==> src/rtl/spi_route_pkg.sv <==
package spi_route_pkg;

  typedef enum logic [2:0] {
    ST_IDLE  = 3'd0,
    ST_LEAD  = 3'd1,
    ST_HIGH  = 3'd2,
    ST_LOW   = 3'd3,
    ST_TRAIL = 3'd4
  } xfer_st_t;

  localparam int OFS_GPO  = 0;
  localparam int OFS_CTRL = 5;
  localparam int OFS_STAT = 6;
  localparam int OFS_TX   = 8;
  localparam int OFS_RX   = 12;

endpackage

==> src/rtl/spi_route_clkdiv.sv <==
module spi_route_clkdiv #(
  parameter int HALF_CYC = 2
) (
  input  logic clk,
  input  logic rst_n,
  input  logic run,
  output logic tick
);
  localparam int CW = (HALF_CYC > 1) ? $clog2(HALF_CYC) : 1;

  logic [CW-1:0] cnt_q, cnt_n;

  assign tick = run && (cnt_q == CW'(HALF_CYC - 1));

  always_comb begin
    cnt_n = cnt_q;
    if (!run)      cnt_n = '0;
    else if (tick) cnt_n = '0;
    else           cnt_n = cnt_q + 1'b1;
  end

  always_ff @(posedge clk or negedge rst_n) begin
    if (!rst_n) cnt_q <= '0;
    else        cnt_q <= cnt_n;
  end
endmodule

==> src/rtl/spi_route_engine.sv <==
module spi_route_engine
  import spi_route_pkg::*;
#(
  parameter int DATA_W = 8
) (
  input  logic              clk,
  input  logic              rst_n,
  input  logic              start,
  input  logic [DATA_W-1:0] tx_byte,
  input  logic              miso,
  input  logic              tick,
  output logic              busy,
  output logic              cs_act,
  output logic              sclk,
  output logic              mosi,
  output logic              done_pulse,
  output logic [DATA_W-1:0] rx_byte
);
  localparam int BCW = (DATA_W > 1) ? $clog2(DATA_W) : 1;

  xfer_st_t          st_q, st_n;
  logic [DATA_W-1:0] sh_q, sh_n;
  logic [DATA_W-1:0] rs_q, rs_n;
  logic [DATA_W-1:0] rx_q, rx_n;
  logic [BCW-1:0]    bc_q, bc_n;
  logic              sclk_q, cs_q;

  always_comb begin
    st_n       = st_q;
    sh_n       = sh_q;
    rs_n       = rs_q;
    rx_n       = rx_q;
    bc_n       = bc_q;
    done_pulse = 1'b0;
    case (st_q)
      ST_IDLE: begin
        if (start) begin
          st_n = ST_LEAD;
          sh_n = tx_byte;
          bc_n = '0;
        end
      end
      ST_LEAD: begin
        if (tick) begin
          st_n = ST_HIGH;
          rs_n = {rs_q[DATA_W-2:0], miso};
        end
      end
      ST_HIGH: begin
        if (tick) begin
          if (bc_q == BCW'(DATA_W - 1)) begin
            st_n = ST_TRAIL;
          end else begin
            st_n = ST_LOW;
            sh_n = {sh_q[DATA_W-2:0], 1'b0};
            bc_n = bc_q + 1'b1;
          end
        end
      end
      ST_LOW: begin
        if (tick) begin
          st_n = ST_HIGH;
          rs_n = {rs_q[DATA_W-2:0], miso};
        end
      end
      ST_TRAIL: begin
        if (tick) begin
          st_n       = ST_IDLE;
          rx_n       = rs_q;
          done_pulse = 1'b1;
        end
      end
      default: st_n = ST_IDLE;
    endcase
  end

  always_ff @(posedge clk or negedge rst_n) begin
    if (!rst_n) begin
      st_q   <= ST_IDLE;
      sh_q   <= '0;
      rs_q   <= '0;
      rx_q   <= '0;
      bc_q   <= '0;
      sclk_q <= 1'b0;
      cs_q   <= 1'b0;
    end else begin
      st_q   <= st_n;
      sh_q   <= sh_n;
      rs_q   <= rs_n;
      rx_q   <= rx_n;
      bc_q   <= bc_n;
      sclk_q <= (st_n == ST_HIGH);
      cs_q   <= (st_n != ST_IDLE);
    end
  end

  assign busy    = (st_q != ST_IDLE);
  assign cs_act  = cs_q;
  assign sclk    = sclk_q;
  assign mosi    = sh_q[DATA_W-1];
  assign rx_byte = rx_q;
endmodule

==> src/rtl/spi_route_regs.sv <==
module spi_route_regs
  import spi_route_pkg::*;
#(
  parameter int ADDR_W  = 4,
  parameter int DATA_W  = 8,
  parameter int NUM_OUT = 4
) (
  input  logic               clk,
  input  logic               rst_n,
  input  logic               bus_we,
  input  logic [ADDR_W-1:0]  bus_addr,
  input  logic [DATA_W-1:0]  bus_wdata,
  output logic [DATA_W-1:0]  bus_rdata,
  input  logic               busy,
  input  logic               done_pulse,
  input  logic [DATA_W-1:0]  rx_byte,
  output logic [NUM_OUT-1:0] gpo,
  output logic [NUM_OUT-1:0] csel,
  output logic [DATA_W-1:0]  tx_byte,
  output logic               start,
  output logic               ctrl_wr,
  output logic               done_flag
);
  logic [NUM_OUT-1:0] gpo_q, gpo_n;
  logic [NUM_OUT-1:0] csel_q, csel_n;
  logic [DATA_W-1:0]  tx_q, tx_n;
  logic               done_q, done_n;
  logic [NUM_OUT-1:0] req_bits;
  logic [NUM_OUT-1:0] pick;
  logic               ctrl_ok;

  assign ctrl_wr  = bus_we && (bus_addr == ADDR_W'(OFS_CTRL));
  assign ctrl_ok  = ctrl_wr && !busy;
  assign start    = ctrl_ok && bus_wdata[0];
  assign req_bits = bus_wdata[NUM_OUT:1];

  always_comb begin
    pick = '0;
    for (int i = NUM_OUT - 1; i >= 0; i--) begin
      if (req_bits[i]) pick = NUM_OUT'(1) << i;
    end
  end

  always_comb begin
    gpo_n  = gpo_q;
    csel_n = csel_q;
    tx_n   = tx_q;
    done_n = done_q;
    if (bus_we && (bus_addr == ADDR_W'(OFS_GPO))) gpo_n = bus_wdata[NUM_OUT-1:0];
    if (bus_we && (bus_addr == ADDR_W'(OFS_TX)))  tx_n  = bus_wdata;
    if (ctrl_ok) csel_n = pick;
    if (start)           done_n = 1'b0;
    else if (done_pulse) done_n = 1'b1;
  end

  always_ff @(posedge clk or negedge rst_n) begin
    if (!rst_n) begin
      gpo_q  <= '0;
      csel_q <= '0;
      tx_q   <= '0;
      done_q <= 1'b0;
    end else begin
      gpo_q  <= gpo_n;
      csel_q <= csel_n;
      tx_q   <= tx_n;
      done_q <= done_n;
    end
  end

  always_comb begin
    bus_rdata = '0;
    case (bus_addr)
      ADDR_W'(OFS_GPO):  bus_rdata[NUM_OUT-1:0] = gpo_q;
      ADDR_W'(OFS_CTRL): bus_rdata[NUM_OUT:0]   = {csel_q, busy};
      ADDR_W'(OFS_STAT): bus_rdata[0]           = done_q;
      ADDR_W'(OFS_TX):   bus_rdata              = tx_q;
      ADDR_W'(OFS_RX):   bus_rdata              = rx_byte;
      default:           bus_rdata              = '0;
    endcase
  end

  assign gpo       = gpo_q;
  assign csel      = csel_q;
  assign tx_byte   = tx_q;
  assign done_flag = done_q;
endmodule

==> src/rtl/spi_route_pinmux.sv <==
module spi_route_pinmux #(
  parameter int NUM_OUT = 4
) (
  input  logic [NUM_OUT-1:0] gpo,
  input  logic [NUM_OUT-1:0] csel,
  input  logic               cs_act,
  output logic [NUM_OUT-1:0] pins
);
  for (genvar g = 0; g < NUM_OUT; g++) begin : g_pin
    assign pins[g] = csel[g] ? ~cs_act : gpo[g];
  end
endmodule

==> src/rtl/spi_route_master.sv <==
module spi_route_master #(
  parameter int CLK_DIV = 4,
  parameter int ADDR_W  = 4,
  parameter int DATA_W  = 8,
  parameter int NUM_OUT = 4
) (
  input  logic               clk,
  input  logic               rst_n,
  input  logic               bus_we,
  input  logic [ADDR_W-1:0]  bus_addr,
  input  logic [DATA_W-1:0]  bus_wdata,
  output logic [DATA_W-1:0]  bus_rdata,
  input  logic               spi_miso,
  output logic               spi_mosi,
  output logic               spi_sclk,
  output logic [NUM_OUT-1:0] out_pins
);
  localparam int HALF_CYC = CLK_DIV / 2;

  logic              rst_s1, rst_s2;
  logic              busy, cs_act, tick, done_pulse, start, ctrl_wr, done_flag;
  logic [DATA_W-1:0] rx_byte, tx_byte;
  logic [NUM_OUT-1:0] gpo, csel;

  always_ff @(posedge clk or negedge rst_n) begin
    if (!rst_n) begin
      rst_s1 <= 1'b0;
      rst_s2 <= 1'b0;
    end else begin
      rst_s1 <= 1'b1;
      rst_s2 <= rst_s1;
    end
  end

  spi_route_regs #(.ADDR_W(ADDR_W), .DATA_W(DATA_W), .NUM_OUT(NUM_OUT)) u_regs (
    .clk(clk), .rst_n(rst_s2), .bus_we(bus_we), .bus_addr(bus_addr),
    .bus_wdata(bus_wdata), .bus_rdata(bus_rdata), .busy(busy),
    .done_pulse(done_pulse), .rx_byte(rx_byte), .gpo(gpo), .csel(csel),
    .tx_byte(tx_byte), .start(start), .ctrl_wr(ctrl_wr), .done_flag(done_flag)
  );

  spi_route_clkdiv #(.HALF_CYC(HALF_CYC)) u_div (
    .clk(clk), .rst_n(rst_s2), .run(busy), .tick(tick)
  );

  spi_route_engine #(.DATA_W(DATA_W)) u_eng (
    .clk(clk), .rst_n(rst_s2), .start(start), .tx_byte(tx_byte),
    .miso(spi_miso), .tick(tick), .busy(busy), .cs_act(cs_act),
    .sclk(spi_sclk), .mosi(spi_mosi), .done_pulse(done_pulse), .rx_byte(rx_byte)
  );

  spi_route_pinmux #(.NUM_OUT(NUM_OUT)) u_mux (
    .gpo(gpo), .csel(csel), .cs_act(cs_act), .pins(out_pins)
  );
endmodule

==> config.mk <==
export PLATFORM = sky130hd
export DESIGN_NAME = spi_route_master
export DESIGN_NICKNAME = d
export VERILOG_FILES = /design/src/rtl/spi_route_pkg.sv /design/src/rtl/spi_route_clkdiv.sv /design/src/rtl/spi_route_engine.sv /design/src/rtl/spi_route_regs.sv /design/src/rtl/spi_route_pinmux.sv /design/src/rtl/spi_route_master.sv
export SDC_FILE = /design/constraint.sdc
export NUM_CORES = 1
export LEC_CHECK = 0
export ABC_AREA = 0
export ABC_CLOCK_PERIOD_IN_PS = 1600
export BUFFER_PORTS_ARGS = -buffer_cell sky130_fd_sc_hd__buf_2
export CORE_MARGIN = 10
export CORE_UTILIZATION = 35
export DETAILED_ROUTE_END_ITERATION = 16
export SLEW_MARGIN = 30
export SYNTH_ARGS = -nofsm -noshare
export SYNTH_HDL_FRONTEND = slang
export SYNTH_SLANG_ARGS = --single-unit
export TNS_END_PERCENT = 100
==> constraint.sdc <==
create_clock -name clk -period 1.6 [get_ports clk]
set_input_delay 0.24 -clock clk [delete_from_list [all_inputs] [get_ports clk]]
set_output_delay 0.24 -clock clk [all_outputs]
set_load 0.02 [all_outputs]
# Word level (Yosys, flattened, before mapping)
# Index checks and enable logic that the tools add are counted.
# op_classes
bitwise,1
n_reduce_logical,17
mux,32
n_eq_ne,13
add_sub_neg,2
# op_table
operator,n
2-to-1 mux 3 bit,8
2-to-1 mux 8 bit,3
case mux 3 bit (4 select lines),2
2-to-1 mux 4 bit,4
case mux 8 bit (2 select lines),1
case mux 3 bit (2 select lines),2
2-to-1 mux 1 bit,10
equality test 3 x 2 -> 1 bit (second input constant),3
equality test 4 x 3 -> 1 bit (second input constant),2
equality test 4 bit (second input constant),2
equality test 3 bit (second input constant),2
logical AND 1 bit,6
inequality test 2 bit (second input constant),3
nonzero test 3 bit,2
case mux 1 bit (5 select lines),1
logical NOT 4 bit,1
AND reduction 2 bit,2
AND reduction 4 bit,1
nonzero test 2 bit,2
adder 3 x 1 -> 3 bit (second input constant),1
equality test 3 x 1 -> 1 bit (second input constant),1
logical NOT 3 bit,1
case mux 1 bit (3 select lines),1
OR reduction 2 bit,1
3 further kinds,3
# totals
in_bits,16
out_inout_bits,14
word_cells,79
regBits,52

# Logic depth before layout (Yosys ltp)
# logic_depth
depth_word,7
ltp_mapped,5
mapped_depth_nobuf,5

# Modules after synthesis
# From an unflattened synthesis, not the netlist that was laid out.
# hier_totals
hier_cells,191
area_unflattened_um2,2514.9
# modules_own_cells
module,n_inst,seq_area_each_um2,area_each_um2,cells_each
spi_route_engine,1,800.8,1433.9,100
spi_route_regs,1,425.4,930.9,77
spi_route_pinmux,1,0.0,55.1,8
spi_route_master,1,50.0,53.8,3
spi_route_clkdiv,1,25.0,41.3,3

# Worst setup path before layout
# OpenSTA, ideal clock, no wires.
# synth_timing
kind,reg-to-reg
startpoint,register u_eng.bc_q[0]
endpoint,register u_eng.bc_q[0]
required_ns,1.475
n_path_buf,0
path_stages_with_launch,6
t_arrival_ns,1.901
path_slack_ns,-0.426
setup_time_ns,0.125
path_cell_list,dfrtp_1 > ha_1 > ha_1 > or3b_2 > o32ai_4 > mux2_2
# synth_between
elab_chain_len,4
word_cells_on_any_way,7
classes_between,1 x add/sub; 2 x eq/ne; 3 x mux; 1 x reduce/logical
# synth_lines
item,line_no,rtl
from (decl),spi_route_engine.sv:25,"logic [BCW-1:0] bc_q, bc_n;"
from (signal assigned),spi_route_engine.sv:91,bc_q <= bc_n;
adder 3 x 1 -> 3 bit,spi_route_engine.sv:56,bc_n = bc_q + 1'b1;
2-to-1 mux 3 bit,spi_route_engine.sv:51,if (bc_q == BCW'(DATA_W - 1)) begin
2-to-1 mux 3 bit,spi_route_engine.sv:50,if (tick) begin
case mux 3 bit (2 select lines),spi_route_engine.sv:35,case (st_q)
# Several ways; a longest one is shown, not always the timed one. The select of a mux whose other input is x is not followed.
# A chain may end at the register's enable or synchronous reset.

# Worst setup path in the final report
# layout_timing
startpoint,register u_eng.bc_q[0]
endpoint,register u_eng.sh_q[1]
# layout_between
elab_chain_len,3
# layout_lines
item,line_no,rtl
equality test 3 bit,spi_route_engine.sv:51,
inequality test 2 bit (no line),-,
AND reduction 4 bit (no line),-,
to (signal assigned),spi_route_engine.sv:88,sh_q <= sh_n;
to (decl),spi_route_engine.sv:22,"logic [DATA_W-1:0] sh_q, sh_n;"
# No other way between the ends.

==> results.py <==
metrics = {
    "placed_design": {
        "place_inst": 343,
        "hpwl_um": 4240,
        "gp_congestion": 0.811,
        "io_buffers": 29,
    },
    "timing": {
        "rsz0062_at_grt": "true",
        "max_freq_mhz": 518,
        "setup_viol": 15,
        "min_period_over_period_pct": 121,
        "slew_violations": 0,
        "fin_tns_setup_ps": -3750,
        "skew_ps": 8.72,
        "final.min_clock_period_ps": 1930,
        "hold_viol": 0,
        "setup_ws_ps": -332,
    },
    "floorplan": {
        "die_h_um": 104,
        "die_w_um": 104,
        "pin_count": 30,
        "start_util_pct": 36.1,
        "row_count": 30,
        "coreArea_sq_um": 6830,
        "floorplan.die_area_sq_um": 10800,
    },
    "power": {
        "p_sw_uw": 1620,
        "power_frac_comb_pct": 44.9,
        "p_total_uw": 4950,
        "p_per_area_nw_per_um2": 1500,
        "p_clk_share_pct": 15.3,
        "seqPwrFrac_pct": 39.8,
        "peakVddDrop_uv": 707,
        "power.internal_uw": 3330,
        "swShare_pct": 32.7,
        "p_leak_uw": 0.00152,
    },
    "cells_and_area": {
        "regArea_sq_um": 1300,
        "multi_input_area_sq_um": 1250,
        "layout-drive-gt1-share_pct": 52.8,
        "instances_no_fill": 361,
        "antenna_cells": 0,
        "fin_nets": 282,
        "fillers": 650,
        "area_delta_synth_final_pct": 33.8,
    },
    "worst_hold_path": {
        "hold_start": "bus_wdata[7]",
        "hp-class": "in -> reg",
    },
    "routing": {
        "drtIter0Drc": 51,
        "vias_per_cell": 4.84,
        "ant_nets": 0,
        "vias": 1748,
        "drc": 0,
        "routed_wl_um": 5670,
        "post_drt_wl_per_cell_um": 15.7,
        "first_pass_iters": 4,
    },
    "outcome": {
        "violations": "negative setup slack",
        "status": "complete, but fails checks",
    },
    "global_routing": {
        "grt_overflow": 0,
        "antenna_found_initial": 0,
        "grt_usage_pct": 10.8,
        "grt_max_degree": 34,
        "grt_pass1_wl_um": 9690,
        "first_global_vias": 1843,
    },
    "synth": {
        "synth_top_area_share_pct": 52.7,
        "synth-edff-count": 0,
        "yosys_register_bits": 52,
        "yosysWarnings": 0,
        "netlist_instances": 201,
        "synth.top_cells.by_count": "dfrtp_1, mux2_2, o21ai_0, nor2_1, mux2i_1",
        "synth_ff_type": "dfrtp_1",
        "synth_cell_types": 40,
        "syn-cell-area_sq_um": 2470,
        "yosys.area.top_type": "dfrtp_1",
        "synth_nets": 219,
        "post-synth-top-count-cell": "dfrtp_1",
        "seq_area_frac_synth_pct": 52.7,
        "syn_avg_cell_area_sq_um": 12.3,
        "ys_top_cells_by_area": "dfrtp_1, mux2_2, mux2i_1, o21ai_0, nor2_1",
        "async_flop_share_pct": 100,
    },
    "clock_network": {
        "h-tree-depth": 2,
        "clkSinkCount": 52,
        "path_clk_slew_ps": 100,
        "cts-buffers-inserted": 5,
        "clkLatencyLatePin_ps": 310,
        "root_buffer": "clkbuf_8",
        "clk_path_buf_depth": 2,
        "cts_tree": "done",
    },
    "critical_path": {
        "crit_fanout": 4,
        "cp.arrival_ps": 2130,
        "reg2reg_from": "u_eng.bc_q[0]",
        "crit_start": "u_eng.bc_q[0]",
        "critPathRequiredTime_ps": 1800,
        "startpoint_type": "register",
        "crit_path_end_kind": "register",
        "crit_type": "reg -> reg",
    },
    "flow_run": {
        "drv_cap": 0,
    },
}
==> routing by layer <==
layer | up-vias | share of wire, % | GRT usage (%) | routed length [um]
met1 | 858 | 50 | 14.5 | 2810
met4 | 0 | 0.85 | 2.29 | 48
met5 | - | 0 | 0 | 0
met3 | 7 | 4.2 | 3.59 | 239
met2 | 36 | 45 | 16.3 | 2570
li1 | 847 | - | - | -
==> per-stage QoR <==
step	area, sq um	hold slack (ps)	utilization (%)	setup slack (ps)
finish	3300	155	48.4	-332
global route	3300	133	48.4	-387
CTS	3240	149	47.5	-373
detailed placement	2960	26.4	43.4	-392
global placement	2960	25.6	43.4	-343
floorplan	2540	-55.6	-	-392
==> flip-flops by register name (all words and copies together) (netlist names), 3 cells and up <==
signal	cells
u_eng.sh_q	8
u_eng.bc_q	3
u_eng.rx_byte	8
u_regs.tx_byte	8
u_eng.st_q	3
u_eng.rs_q	8
u_regs.gpo	4
u_regs.csel	4
==> power by group through the flow <==
| stage | clock network [uW] | registers (uW) | logic [uW] |
|---|---|---|---|
| final | 757 | 1970 | 2220 |
| after global routing | 844 | 2020 | 2430 |
| after CTS | 774 | 1970 | 2190 |
| after detailed placement | 0 | 1990 | 1710 |
| after global placement | 0 | 1970 | 1670 |
| after floorplan | 0 | 1940 | 1150 |
==> repair_timing <==
| item | 4_1_cts | 5_1_grt |
|---|---|---|
| hold buffers | 1 | 0 |
| hold endpoints to repair | 2 | 0 |
| pin swaps | 6 | 6 |
| buffers inserted | 4 | 6 |
| cloned | 1 | 0 |
| gates resized for setup | 28 | 8 |
| endpoints found under the setup margin | 18 | 17 |
==> cell usage in the layout, fill, tap and decap left out, types with 2 or more instances in the layout <==
| cell type | count |
|---|---|
| mux2_4 | 8 |
| mux2_2 | 34 |
| a22oi_1 | 3 |
| o21ai_0 | 11 |
| inv_1 | 8 |
| mux2i_1 | 11 |
| nor2_1 | 10 |
| nand2b_1 | 4 |
| and2_1 | 2 |
| nand3_1 | 2 |
| buf_6 | 6 |
| a21oi_1 | 4 |
| nand2_1 | 4 |
| buf_12 | 3 |
| buf_2 | 27 |
| clkbuf_8 | 5 |
| nor2_2 | 3 |
| dfrtp_1 | 51 |
| o21ai_2 | 2 |
| or3b_4 | 2 |
| o32ai_2 | 3 |
| buf_4 | 28 |
==> layout make-up <==
cell class	count	area share [%]
well taps	96	3.64
clock buffers	6	2.20
flip-flops and latches	52	39.4
repair buffers	66	15.4
inverters	8	0.909
multi-input cells	131	38.0
clock inverters	2	0.492
==> worst max-delay path, stage by stage, from the launching register on <==
cell	delay [ps]
dfrtp_1	400
ha_2	200
ha_4	150
or3b_4	390
o32ai_4	170
clkbuf_16	220
mux2_4	290
==> cells by family after synthesis <==
group	synth area share (%)
adders and majority gates	1.01
muxes	23.6
and+or+nand+nor	10.0
AOI/OAI and AO/OA	9.28
buffers and inverters	3.19
other	0.152
DFF	52.7
==> final timing paths <==
| path | endpoint | cells after the start | slack (ps) |
|---|---|---|---|
| max | u_eng.sh_q[1] | 6 | -330 |
| min | u_regs.tx_byte[7] | 2 | 150 |
| max reg2reg | u_eng.sh_q[1] | 6 | -330 |
| min reg2reg | u_regs.tx_byte[7] | 0 | 200 |
| max in group asynchronous | u_eng.st_q[0] | 1 | 880 |
| min in group asynchronous | u_regs.tx_byte[7] | 0 | 200 |
No activity file was read; power rests on OpenSTA's default activity.
